### src/rtl/irqh_pkg.sv
package irqh_pkg;

    localparam int ADDR_W   = 8;
    localparam int DATA_W   = 16;
    localparam int N_REG    = 4;
    localparam int N_CNV    = 5;
    localparam int N_UV     = N_REG + N_CNV;
    localparam int N_FAULT  = N_UV + 1;
    localparam int SYNC_LEN = 2;

    localparam int OC_BIT   = 15;
    localparam int REG_LSB  = 8;
    localparam int CNV_LSB  = 1;

    localparam logic [ADDR_W-1:0] A_ST_UV = 8'h1C;
    localparam logic [ADDR_W-1:0] A_ST_OC = 8'h1D;
    localparam logic [ADDR_W-1:0] A_MK_UV = 8'h24;
    localparam logic [ADDR_W-1:0] A_MK_OC = 8'h25;

    typedef enum logic [2:0] {
        SEL_NONE,
        SEL_ST_UV,
        SEL_ST_OC,
        SEL_MK_UV,
        SEL_MK_OC
    } reg_sel_e;

    typedef struct packed {
        logic             oc;
        logic [N_REG-1:0] reg_uv;
        logic [N_CNV-1:0] cnv_uv;
    } fault_vec_t;

    function automatic reg_sel_e decode_addr(input logic [ADDR_W-1:0] a);
        reg_sel_e s;
        case (a)
            A_ST_UV: s = SEL_ST_UV;
            A_ST_OC: s = SEL_ST_OC;
            A_MK_UV: s = SEL_MK_UV;
            A_MK_OC: s = SEL_MK_OC;
            default: s = SEL_NONE;
        endcase
        return s;
    endfunction

    // uv vector: upper N_REG bits are regulators, lower N_CNV are converters
    function automatic logic [DATA_W-1:0] place_uv(input logic [N_UV-1:0] v);
        logic [DATA_W-1:0] w;
        w = '0;
        w[REG_LSB +: N_REG] = v[N_CNV +: N_REG];
        w[CNV_LSB +: N_CNV] = v[0 +: N_CNV];
        return w;
    endfunction

    function automatic logic [N_UV-1:0] pick_uv(input logic [DATA_W-1:0] w);
        return {w[REG_LSB +: N_REG], w[CNV_LSB +: N_CNV]};
    endfunction

    function automatic logic [DATA_W-1:0] place_oc(input logic b);
        logic [DATA_W-1:0] w;
        w = '0;
        w[OC_BIT] = b;
        return w;
    endfunction

    localparam logic [DATA_W-1:0] LIVE_BITS = place_uv('1) | place_oc(1'b1);

endpackage

### src/rtl/fault_edge_sync.sv
module fault_edge_sync #(
    parameter int W      = 1,
    parameter int STAGES = 2
) (
    input  logic         clk,
    input  logic         rst,
    input  logic [W-1:0] raw,
    output logic [W-1:0] rise
);
    logic [W-1:0] stg [STAGES];
    logic [W-1:0] prev;

    generate
        for (genvar s = 0; s < STAGES; s++) begin : g_stage
            always_ff @(posedge clk) begin
                if (rst) begin
                    stg[s] <= '0;
                end else if (s == 0) begin
                    stg[s] <= raw;
                end else begin
                    stg[s] <= stg[(s == 0) ? 0 : s-1];
                end
            end
        end
    endgenerate

    always_ff @(posedge clk) begin
        if (rst) prev <= '0;
        else     prev <= stg[STAGES-1];
    end

    assign rise = stg[STAGES-1] & ~prev;
endmodule

### src/rtl/irq_status_bank.sv
module irq_status_bank #(
    parameter int W = 1
) (
    input  logic         clk,
    input  logic         rst,
    input  logic [W-1:0] rise,
    input  logic         rd_clr,
    input  logic         mask_we,
    input  logic [W-1:0] mask_wd,
    output logic [W-1:0] status,
    output logic [W-1:0] mask,
    output logic         grp_irq
);
    always_ff @(posedge clk) begin
        if (rst) begin
            status <= '0;
            mask   <= '0;
        end else begin
            // a fresh edge wins over the clear so no event is lost
            status <= (rd_clr ? '0 : status) | rise;
            if (mask_we) mask <= mask_wd;
        end
    end

    assign grp_irq = |(status & ~mask);
endmodule

### src/rtl/fault_irq_hub.sv
module fault_irq_hub
    import irqh_pkg::*;
(
    input  logic              clk,
    input  logic              rst,
    input  logic              fault_oc,
    input  logic [N_REG-1:0]  fault_uv_reg,
    input  logic [N_CNV-1:0]  fault_uv_cnv,
    input  logic [ADDR_W-1:0] reg_addr,
    input  logic              reg_wr,
    input  logic              reg_rd,
    input  logic [DATA_W-1:0] reg_wdata,
    output logic [DATA_W-1:0] reg_rdata,
    output logic              irq_oc,
    output logic              irq_uv,
    output logic              irq
);
    fault_vec_t        raw_v, rise_v;
    reg_sel_e          sel;
    logic [N_UV-1:0]   uv_rise, uv_status, uv_mask;
    logic              oc_rise, oc_status, oc_mask;
    logic [DATA_W-1:0] rd_word;
    logic              unused_wd;

    assign raw_v = '{oc: fault_oc, reg_uv: fault_uv_reg, cnv_uv: fault_uv_cnv};

    fault_edge_sync #(.W(N_FAULT), .STAGES(SYNC_LEN)) u_sync (
        .clk  (clk),
        .rst  (rst),
        .raw  (raw_v),
        .rise (rise_v)
    );

    assign uv_rise = {rise_v.reg_uv, rise_v.cnv_uv};
    assign oc_rise = rise_v.oc;
    assign sel     = decode_addr(reg_addr);

    irq_status_bank #(.W(N_UV)) u_uv (
        .clk     (clk),
        .rst     (rst),
        .rise    (uv_rise),
        .rd_clr  (reg_rd && sel == SEL_ST_UV),
        .mask_we (reg_wr && sel == SEL_MK_UV),
        .mask_wd (pick_uv(reg_wdata)),
        .status  (uv_status),
        .mask    (uv_mask),
        .grp_irq (irq_uv)
    );

    irq_status_bank #(.W(1)) u_oc (
        .clk     (clk),
        .rst     (rst),
        .rise    (oc_rise),
        .rd_clr  (reg_rd && sel == SEL_ST_OC),
        .mask_we (reg_wr && sel == SEL_MK_OC),
        .mask_wd (reg_wdata[OC_BIT]),
        .status  (oc_status),
        .mask    (oc_mask),
        .grp_irq (irq_oc)
    );

    assign irq = irq_oc | irq_uv;

    always_comb begin
        case (sel)
            SEL_ST_UV: rd_word = place_uv(uv_status);
            SEL_ST_OC: rd_word = place_oc(oc_status);
            SEL_MK_UV: rd_word = place_uv(uv_mask);
            SEL_MK_OC: rd_word = place_oc(oc_mask);
            default:   rd_word = '0;
        endcase
    end

    always_ff @(posedge clk) begin
        if (rst)         reg_rdata <= '0;
        else if (reg_rd) reg_rdata <= rd_word;
    end

    assign unused_wd = ^(reg_wdata & ~LIVE_BITS);
endmodule

### config.mk
export PLATFORM = sky130hd
export DESIGN_NAME = fault_irq_hub
export DESIGN_NICKNAME = d
export VERILOG_FILES = /design/src/rtl/irqh_pkg.sv /design/src/rtl/fault_edge_sync.sv /design/src/rtl/irq_status_bank.sv /design/src/rtl/fault_irq_hub.sv
export SDC_FILE = /design/constraint.sdc
export NUM_CORES = 1
export LEC_CHECK = 0
export BUFFER_PORTS_ARGS = -buffer_cell sky130_fd_sc_hd__buf_2
export CAP_MARGIN = 20
export CORE_UTILIZATION = 40
export DETAILED_ROUTE_END_ITERATION = 16
export PLACE_DENSITY = 0.74
export SLEW_MARGIN = 20
export SYNTH_ARGS = -nofsm -noshare
export SYNTH_HDL_FRONTEND = slang
export SYNTH_SLANG_ARGS = --single-unit
### constraint.sdc
create_clock -name clk -period 1.75 [get_ports clk]
set_input_delay 0.2625 -clock clk [delete_from_list [all_inputs] [get_ports clk]]
set_output_delay 0.2625 -clock clk [all_outputs]
set_load 0.005 [all_outputs]
# --- Word level (Yosys, flattened, before mapping) ---
# Memory sizes are Yosys's and may differ from the RTL's.
# Index checks and enable logic that the tools add are counted.
classes:
  n_mux: 9
  n_reduce_logical: 5
  n_bitwise: 11
  eq_ne: 8
op_table:
  columns: ["op", "count"]
  rows:
  - ["$pmux 16 s4", 1]
  - ["$mux 10", 2]
  - ["$eq 8x5->1 const B", 2]
  - ["$eq 8x6->1 const B", 2]
  - ["$pmux 3 s4", 1]
  - ["$and 10x10->10", 1]
  - ["$not 10->10", 1]
  - ["$and 9x9->9", 1]
  - ["$mux 9", 1]
  - ["$not 9->9", 1]
  - ["$or 9x9->9", 1]
  - ["$reduce_or 9->1", 1]
  - ["$eq 3x2->1 const B", 2]
  - ["$logic_and 1x1->1", 4]
  - ["$mux 1", 4]
  - ["$or 1x1->1", 4]
  - ["$eq 3x1->1 const B", 1]
  - ["$eq 3x3->1 const B", 1]
  - ["$and 1x1->1", 1]
  - ["$not 1->1", 1]
word_totals:
  word_cells: 40
  ff_bits: 46
  out_inout_bits: 19
  ram_bits: 20
  input_bits: 38
  mem_count: 1
memory_table:
  columns: ["name", "depth", "width", "rd", "rd_ports_with_merged_regs", "write_ports", "line_no", "source"]
  rows:
  - ["u_sync.stg", 2, 10, 2, 0, 2, "fault_edge_sync.sv:10", "logic [W-1:0] stg [STAGES];"]

# --- Depth between registers and ports, before layout ---
# Gate-level depths: netlist (run 1).
logic_depth:
  word_depth: 6
  mapped_depth: 5
  depth_no_buf: 3

# --- By module ---
# Synthesis (run 1) repeated with hierarchy kept, for this count alone.
hier_totals:
  hier_cells: 217
  hier_area_um2: 2264.7
modules_own_cells:
  columns: ["mod", "cells_per_inst", "area_per_inst_um2", "instances", "seq_area_each_um2"]
  rows:
  - ["fault_edge_sync", 73, 944.7, 1, 600.6]
  - ["irq_status_bank at u_uv", 71, 670.6, 1, 360.3]
  - ["fault_irq_hub", 65, 570.5, 1, 200.2]
  - ["irq_status_bank at u_oc", 8, 78.8, 1, 40.0]

# --- Least setup slack after synthesis (run 1) ---
# OpenSTA, ideal clock, no wires.
synth_path:
  kind: "in2reg"
  from: "input reg_addr[7]"
  to: "register u_uv.status[0]"
  setup_slack_ps: 303
  setup_time_ps: 117
  t_arrival_ps: 1330
  path_stages: 3
  path_cell_list: "or4b_4 o31a_4 a22o_1"
synth_via:
  elab_chain_len: 6
  word_cells_on_any_way: 9
  classes_between: "eq/ne: 5; mux: 2; bitwise: 1; reduce/logical: 1"
synth_rtl:
  columns: ["item", "line_no", "source"]
  rows:
  - ["start: declaration", "fault_irq_hub.sv:9", "input logic [ADDR_W-1:0] reg_addr,"]
  - ["$eq 8x6->1 or $eq 8x5->1 (tied branches)", "irqh_pkg.sv:36", "case (a)"]
  - ["$pmux 3 s4 *", "irqh_pkg.sv:36", null]
  - ["$eq 3x1->1 *", "fault_irq_hub.sv:42", ".rd_clr (reg_rd && sel == SEL_ST_UV),"]
  - ["$logic_and 1x1->1 *", "fault_irq_hub.sv:42", null]
  - ["$mux 9 *", "irq_status_bank.sv:20", "status <= (rd_clr ? '0 : status) | rise;"]
  - ["$or 9x9->9 *", "irq_status_bank.sv:20", null]
  - ["end signal: assignment", "irq_status_bank.sv:20", null]
  - ["end: declaration", "irq_status_bank.sv:10", "output logic [W-1:0] status,"]
# Mark *: on every way between the ends. The rest lies on a longest branch, timed or not.
# A chain may end at the register's enable or synchronous reset.

# --- Final worst setup path (run 1) ---
layout_path:
  from: "register u_uv.mask[4]"
  to: "output irq"
layout_via:
  elab_chain_len: 4
layout_rtl:
  columns: ["item", "line_no", "source"]
  rows:
  - ["start: declaration", "irq_status_bank.sv:11", "output logic [W-1:0] mask,"]
  - ["start signal: assignment", "irq_status_bank.sv:21", "if (mask_we) mask <= mask_wd;"]
  - ["$not 9->9", "irq_status_bank.sv:25", "assign grp_irq = |(status & ~mask);"]
  - ["$and 9x9->9", "irq_status_bank.sv:25", null]
  - ["$reduce_or 9->1", "irq_status_bank.sv:25", null]
  - ["$or 1x1->1", "fault_irq_hub.sv:62", "assign irq = irq_oc | irq_uv;"]
  - ["end: declaration", "fault_irq_hub.sv:16", "output logic irq"]
# Every way passes these cells.

==> results_dict.tcl, run 1 <==
set metrics [dict create \
    pre_cts_slack_ns 0.0960 \
    synth_top_family_by_area "simple AND/OR/NAND/NOR gates" \
    clock_sinks 60 \
    cts_tree "built" \
    design_area_mm2 0.00289 \
    rr_endpoint "reg_rdata[15]$_SDFFE_PP0P_" \
    p_leak_nw 1.14 \
    antenna_found_initial 0 \
    routed_wirelength_mm 4.79 \
    max-vdd-ir-drop_v 0.000609 \
    yosysSeqAreaShare_pct 51.1 \
    setup_violations 0 \
    wire_per_inst_um 13.3 \
    route.detailed.drc 0 \
    globalRouteOverflowTotal 0 \
    clock_skew_ns 0.00830 \
    clk_pin_slew_ns 0.07 \
    vias 1808 \
    hold_path_end "u_sync.stg[0][0]$_SDFF_PP0_" \
    dp_hpwl_mm 3.38 \
    ys_types 37 \
    slew_headroom_pct 60.6 \
    gp_congestion 0.761 \
    hold_depth 2 \
    syn_avg_cell_area_um2 9.91 \
    synthToLayoutAreaGrowth_pct 23.2 \
    multi_input_area_mm2 0.00102 \
    fin_hold_ws_ns 0.131 \
    rrSetupSlack_ns 0.81 \
    crit_path_end_kind "output port" \
    fin_crit_ns 1.73 \
    grt_pass1_wl_mm 7.77 \
    drive_above_1_share_pct 27.4 \
    yosys.area_share.simple_pct 23.2 \
    place_area_mm2 0.00262 \
    regArea_mm2 0.00120 \
    place.port_buffers 44 \
    cts-buffers-inserted 9 \
    final_util_pct 51.9 \
    yosys_warnings 0 \
    power_density_mw_per_mm2 1070 \
    die_y_um 78.6 \
    reg2regPathDepth 3 \
    drv_cap 0 \
    post-route-period-util_pct 98.7 \
    ys_ff_latch 60 \
    grt_max_degree 18 \
    worst_setup_path_start_kind "flop" \
    crit_arrival_ns 1.46 \
    cp_max_fo 3 \
    synth.area.mux_share_pct 0 \
    hold_viol 0 \
    track_usage_pct 16.9 \
    fin_cells 360 \
    synth_cells 237 \
    diodes 0 \
    dieArea_mm2 0.00618 \
    place_inst 343 \
    h-tree-depth 3 \
    drt.antenna.violating_nets 0 \
    hp-class "in2reg" \
    drt_iter0_drc 107 \
    clock_latency_ns 0.33 \
    drtPass1Iterations 4 \
    clk_path_buf_depth 2 \
    ios 57 \
    die_w_um 78.6 \
    num_rows 27 \
    final_nets 321 \
    slew_violations 0 \
    first_global_vias 1672 \
    worst_pin_slew_ns 0.589 \
    synth_area_mm2 0.00235 \
    synth-xor-area-share_pct 0 \
    required_ns 1.49 \
    vias_per_cell 5.02 \
    synthAdderAreaFrac_pct 0 \
    r2r_start "u_oc.mask$_SDFFE_PP0P_" \
    fmax_mhz 579 \
    power_mw 3.11 \
    critPathKind "reg2out" \
    nFillCells 518 \
    hp-start "fault_uv_cnv[0]" \
    synth_compound_area_share_pct 18.1 \
    cts-root-buf "clkbuf_8" \
    rsz0062_at_grt "yes" \
    fp.coreArea_mm2 0.00557 \
    tns_ns 0 \
    status "finished, final reports clean" \
    setup_ws_ns 0.0225 \
    start_util_pct 42.1 \
    ctsHoldBuffers 0 \
]
metal layers:
layer / GRT usage [%] / routed length [um]
met5: 0 / 0
met4: 8.33 / 73
met3: 4.88 / 193
met2: 26.9 / 2310
met1: 20.6 / 2210
kinds of logic after synthesis:
logic type	Yosys count
buffers and inverters	39
AO/OA/AOI/OAI	57
other	1
AND/OR/NAND/NOR	80
flip-flops	60
sequential cells by signal (all words and copies together), names as in the netlist:
| name | count |
|---|---|
| u_sync.prev | 10 |
| u_uv.mask | 9 |
| u_sync.stg | 20 |
| reg_rdata | 10 |
| u_oc.status | 1 |
| u_uv.status | 9 |
| u_oc.mask | 1 |
where the power goes:
group          internal, mW  switching [mW]
registers              1.41          0.0181
clock network         0.948           0.521
logic                0.0987           0.114
total                  2.45           0.653
synthesized netlist by cell type:
cell / number / area (um^2)
nand2_1: 11 / 41.3
buf_1: 1 / 3.75
o21ai_1: 3 / 15.0
nor4bb_1: 4 / 40.0
o2111ai_1: 1 / 8.76
a21oi_1: 13 / 65.1
conb_1: 1 / 3.75
o2111ai_2: 1 / 15.0
nand4b_1: 1 / 8.76
clkbuf_1: 10 / 37.5
nand4_1: 10 / 62.6
o211ai_1: 3 / 22.5
a22o_1: 8 / 70.1
a41o_1: 1 / 10.0
a22oi_1: 7 / 52.6
nand3_1: 1 / 5.00
buf_4: 6 / 45.0
o31a_4: 1 / 17.5
and4b_1: 4 / 40.0
nor2b_1: 33 / 206
a2111oi_0: 1 / 8.76
inv_1: 18 / 67.6
nor3b_1: 2 / 15.0
or3b_1: 1 / 8.76
or4b_4: 1 / 13.8
o31ai_1: 16 / 120
nand4bb_1: 1 / 11.3
or3b_2: 2 / 17.5
nand2b_1: 2 / 12.5
nor3b_4: 1 / 18.8
nor4b_2: 1 / 15.0
nor2_1: 3 / 11.3
dfxtp_1: 60 / 1200
buf_2: 4 / 20.0
a222oi_1: 1 / 10.0
a31o_1: 1 / 8.76
and3b_1: 2 / 17.5
cell usage in the layout, fill, tap and decap left out, types with 2 or more instances in the layout:
master and n:
and4b_1 4, buf_4 7, nor4bb_1 4, nor2b_1 32
conb_1 6, nand2_1 11, a22o_1 8, nor3b_1 2
nand2b_1 2, and3b_1 2, inv_1 17, nand4_1 10
nor2_1 3, o21ai_1 3, clkbuf_8 9, dfxtp_2 3
dfxtp_1 57, o31ai_1 16, buf_2 44, a21oi_1 13
bufinv_16 3, o211ai_1 3, a22oi_1 7, or3b_2 2
worst max-delay path by stage:
stage	depth (start not counted)	endpoint	slack (ns)	startpoint
detailed placement	4	u_uv.status[7]$_SDFF_PP0_	0.1	reg_addr[7]
CTS	4	irq	0.005	u_uv.mask[4]$_SDFFE_PP0P_
floorplan	3	u_uv.status[0]$_SDFF_PP0_	0.30	reg_addr[7]
finish	4	irq	0.02	u_uv.mask[4]$_SDFFE_PP0P_
global placement	4	u_uv.status[1]$_SDFF_PP0_	0.12	reg_addr[7]
global route	4	irq	-0.03	u_uv.mask[4]$_SDFFE_PP0P_
critical path, cell delays in order (launching register included):
cell and delay, ns:
dfxtp_2 0.35, inv_2 0.03, a222oi_1 0.42, nand4b_1 0.17, buf_2 0.16
final cells by class:
class / count / area share, %
timing repair buffer: 51 / 9.43
clock inverter: 6 / 3.85
tap: 72 / 3.11
sequential: 60 / 41.7
clock buffer: 10 / 4.41
multi-input combinational: 143 / 35.2
inverter: 18 / 2.34
what timing repair did:
action	CTS	global route
setup buffers	1	0
pin swaps	3	3
setup endpoints to repair	2	2
gates resized for setup	6	3
(Power assumes the default switching activity.)
==> inputs of run 2 (changes only) <==
--- a/config.mk
+++ b/config.mk
@@ -10,6 +10,7 @@
 export CORE_UTILIZATION = 40
 export DETAILED_ROUTE_END_ITERATION = 16
 export PLACE_DENSITY = 0.74
+export RECOVER_POWER = 25
 export SLEW_MARGIN = 20
 export SYNTH_ARGS = -nofsm -noshare
 export SYNTH_HDL_FRONTEND = slang
==> run 2 against run 1 <==
Net effect:
- clock skew barely moved
- routed wire length decreased by 0.29%
- sequential share of layout area rose by 0.072 points
- hold slack lost 0.0046 ns
- power about the same
- largest cell class unchanged
- critical path type unchanged
- non-clock buffer count is the same
- via count shrank 0.11%
- register-to-register slack is essentially flat
- critical path depth unchanged
- first-iteration DRC count down 23%
- sequential power about the same
- clock power barely moved
==> results_dict.tcl, run 2 (synthesis results as in run 1) <==
set metrics [dict create \
    regArea_mm2 0.00120 \
    die_y_um 78.6 \
    clk_pin_slew_ns 0.07 \
    switchingPower_uw 657 \
    power_density_mw_per_mm2 1080 \
    fmax_mhz 574 \
    start_util_pct 42.1 \
    vias 1806 \
    setup_ws_ns 0.00829 \
    sw_frac_of_total_pct 21.1 \
    power.internal_mw 2.45 \
    drt_iter0_drc 82 \
    reg2regPathDepth 3 \
    drv_cap 0 \
    post-route-period-util_pct 99.5 \
    pre_cts_slack_ns 0.0960 \
    dieArea_mm2 0.00618 \
    setup_violations 0 \
    cts_tree "built" \
    p_leak_nw 1.13 \
    drive_above_1_share_pct 26.7 \
    vias_per_cell 5.02 \
    fin_crit_ns 1.74 \
    diodes 0 \
    clock_sinks 60 \
    ios 57 \
    final_nets 321 \
    num_rows 27 \
    first_global_vias 1672 \
    hold_viol 0 \
    top_register "u_sync.stg" \
    cp_max_fo 3 \
    fp.coreArea_mm2 0.00557 \
    clock_power_share_pct 47.4 \
    max-vdd-ir-drop_v 0.000612 \
    drt.antenna.violating_nets 0 \
    dp_hpwl_mm 3.38 \
    rsz0062_at_grt "yes" \
    comb_power_share_pct 6.8 \
    drtPass1Iterations 5 \
    routed_wirelength_mm 4.78 \
    slew_headroom_pct 52.0 \
    h-tree-depth 3 \
    grt_max_degree 18 \
    power_mw 3.11 \
    antenna_found_initial 0 \
    gp_congestion 0.761 \
    crit_arrival_ns 1.48 \
    grt_pass1_wl_mm 7.77 \
    nFillCells 521 \
    critPathKind "reg2out" \
    slew_violations 0 \
    seqPwrFrac_pct 45.8 \
    crit_path_end_kind "output port" \
    final_common_cell "dfxtp_1" \
    place.port_buffers 44 \
    clock_latency_ns 0.34 \
    final_util_pct 51.8 \
    ctsHoldBuffers 0 \
    largest_reg_flops 20 \
    layout_common_cells "57 x dfxtp_1, 43 x buf_2, 32 x nor2b_1" \
    wire_per_inst_um 13.3 \
    worst_pin_slew_ns 0.720 \
    die_w_um 78.6 \
    clk_path_buf_depth 2 \
    globalRouteOverflowTotal 0 \
    synthToLayoutAreaGrowth_pct 23.0 \
    multi_input_area_mm2 0.00102 \
    route.detailed.drc 0 \
    reg_top3 "u_sync.stg (20), reg_rdata (10), u_sync.prev (10)" \
    cts-root-buf "clkbuf_8" \
    cts-buffers-inserted 9 \
    worst_setup_path_start_kind "flop" \
    clock_skew_ns 0.00813 \
    hp-class "in2reg" \
    hold_depth 2 \
    fin_hold_ws_ns 0.127 \
    required_ns 1.49 \
    status "finished, final reports clean" \
    track_usage_pct 16.9 \
]
[run 2: cell types whose count changed in the layout (fill, tap and decap cells not counted), sizes merged]
cell    before  now
clkbuf      10   12
buf         51   49
[run 2: path summary, 6_finish.rpt]
| path | start | to | slack, ns |
|---|---|---|---|
| worst max-delay path | u_uv.mask[4]$_SDFFE_PP0P_ | irq | 0.008 |
| worst min-delay path | fault_uv_cnv[0] | u_sync.stg[0][0]$_SDFF_PP0_ | 0.13 |
| worst max register to register | u_oc.mask$_SDFFE_PP0P_ | reg_rdata[15]$_SDFFE_PP0P_ | 0.81 |
| worst min register to register | u_sync.stg[0][3]$_SDFF_PP0_ | u_sync.stg[1][3]$_SDFF_PP0_ | 0.43 |
[run 2: per-layer routing]
layer / global-route usage, % / vias up / wire length, um
met5: 0 / - / 0
met3: 4.88 / 8 / 212
li1: - / 927 / -
met4: 8.33 / 0 / 83
met1: 20.6 / 826 / 2180
met2: 26.9 / 45 / 2300
[run 2: power by group through the flow]
stage                     clock network (mW)  logic (mW)  registers [mW]
after floorplan                            0       0.131            1.45
final                                   1.47       0.211            1.42
after global placement                     0       0.196            1.45
after global routing                    1.56       0.232            1.43
after CTS                               1.51       0.211            1.42
after detailed placement                   0       0.199            1.45
[run 2: repair_timing]
action / 4_1_cts / 5_1_grt
setup endpoints to repair: 2 / 2
resized for setup: 6 / 3
setup buffers: 1 / 0
pin swaps: 3 / 3
[run 2: critical path, stage by stage, from the launching register on]
cell and delay (ns):
dfxtp_2 0.35, inv_2 0.03, a222oi_1 0.43, nand4b_1 0.17, buf_2 0.16
[run 2: through the flow]
stage | cell area [um^2] | instances | setup TNS, ns
4_1_cts | 2890 | 360 | 0
6_report | 2890 | 360 | 0
3_5_place_dp | 2620 | 343 | 0
3_3_place_gp | 2620 | 343 | 0
5_1_grt | 2890 | 360 | -0.0539
2_1_floorplan | 2370 | 242 | 0
[run 2: final cells by class]
cell class | count | area share (%)
Clock buffer | 10 | 4.42
Clock inverter | 6 | 3.86
Tap cell | 72 | 3.12
Inverter | 18 | 2.34
Multi-Input combinational cell | 143 | 35.3
Timing Repair Buffer | 51 | 9.27
Sequential cell | 60 | 41.7
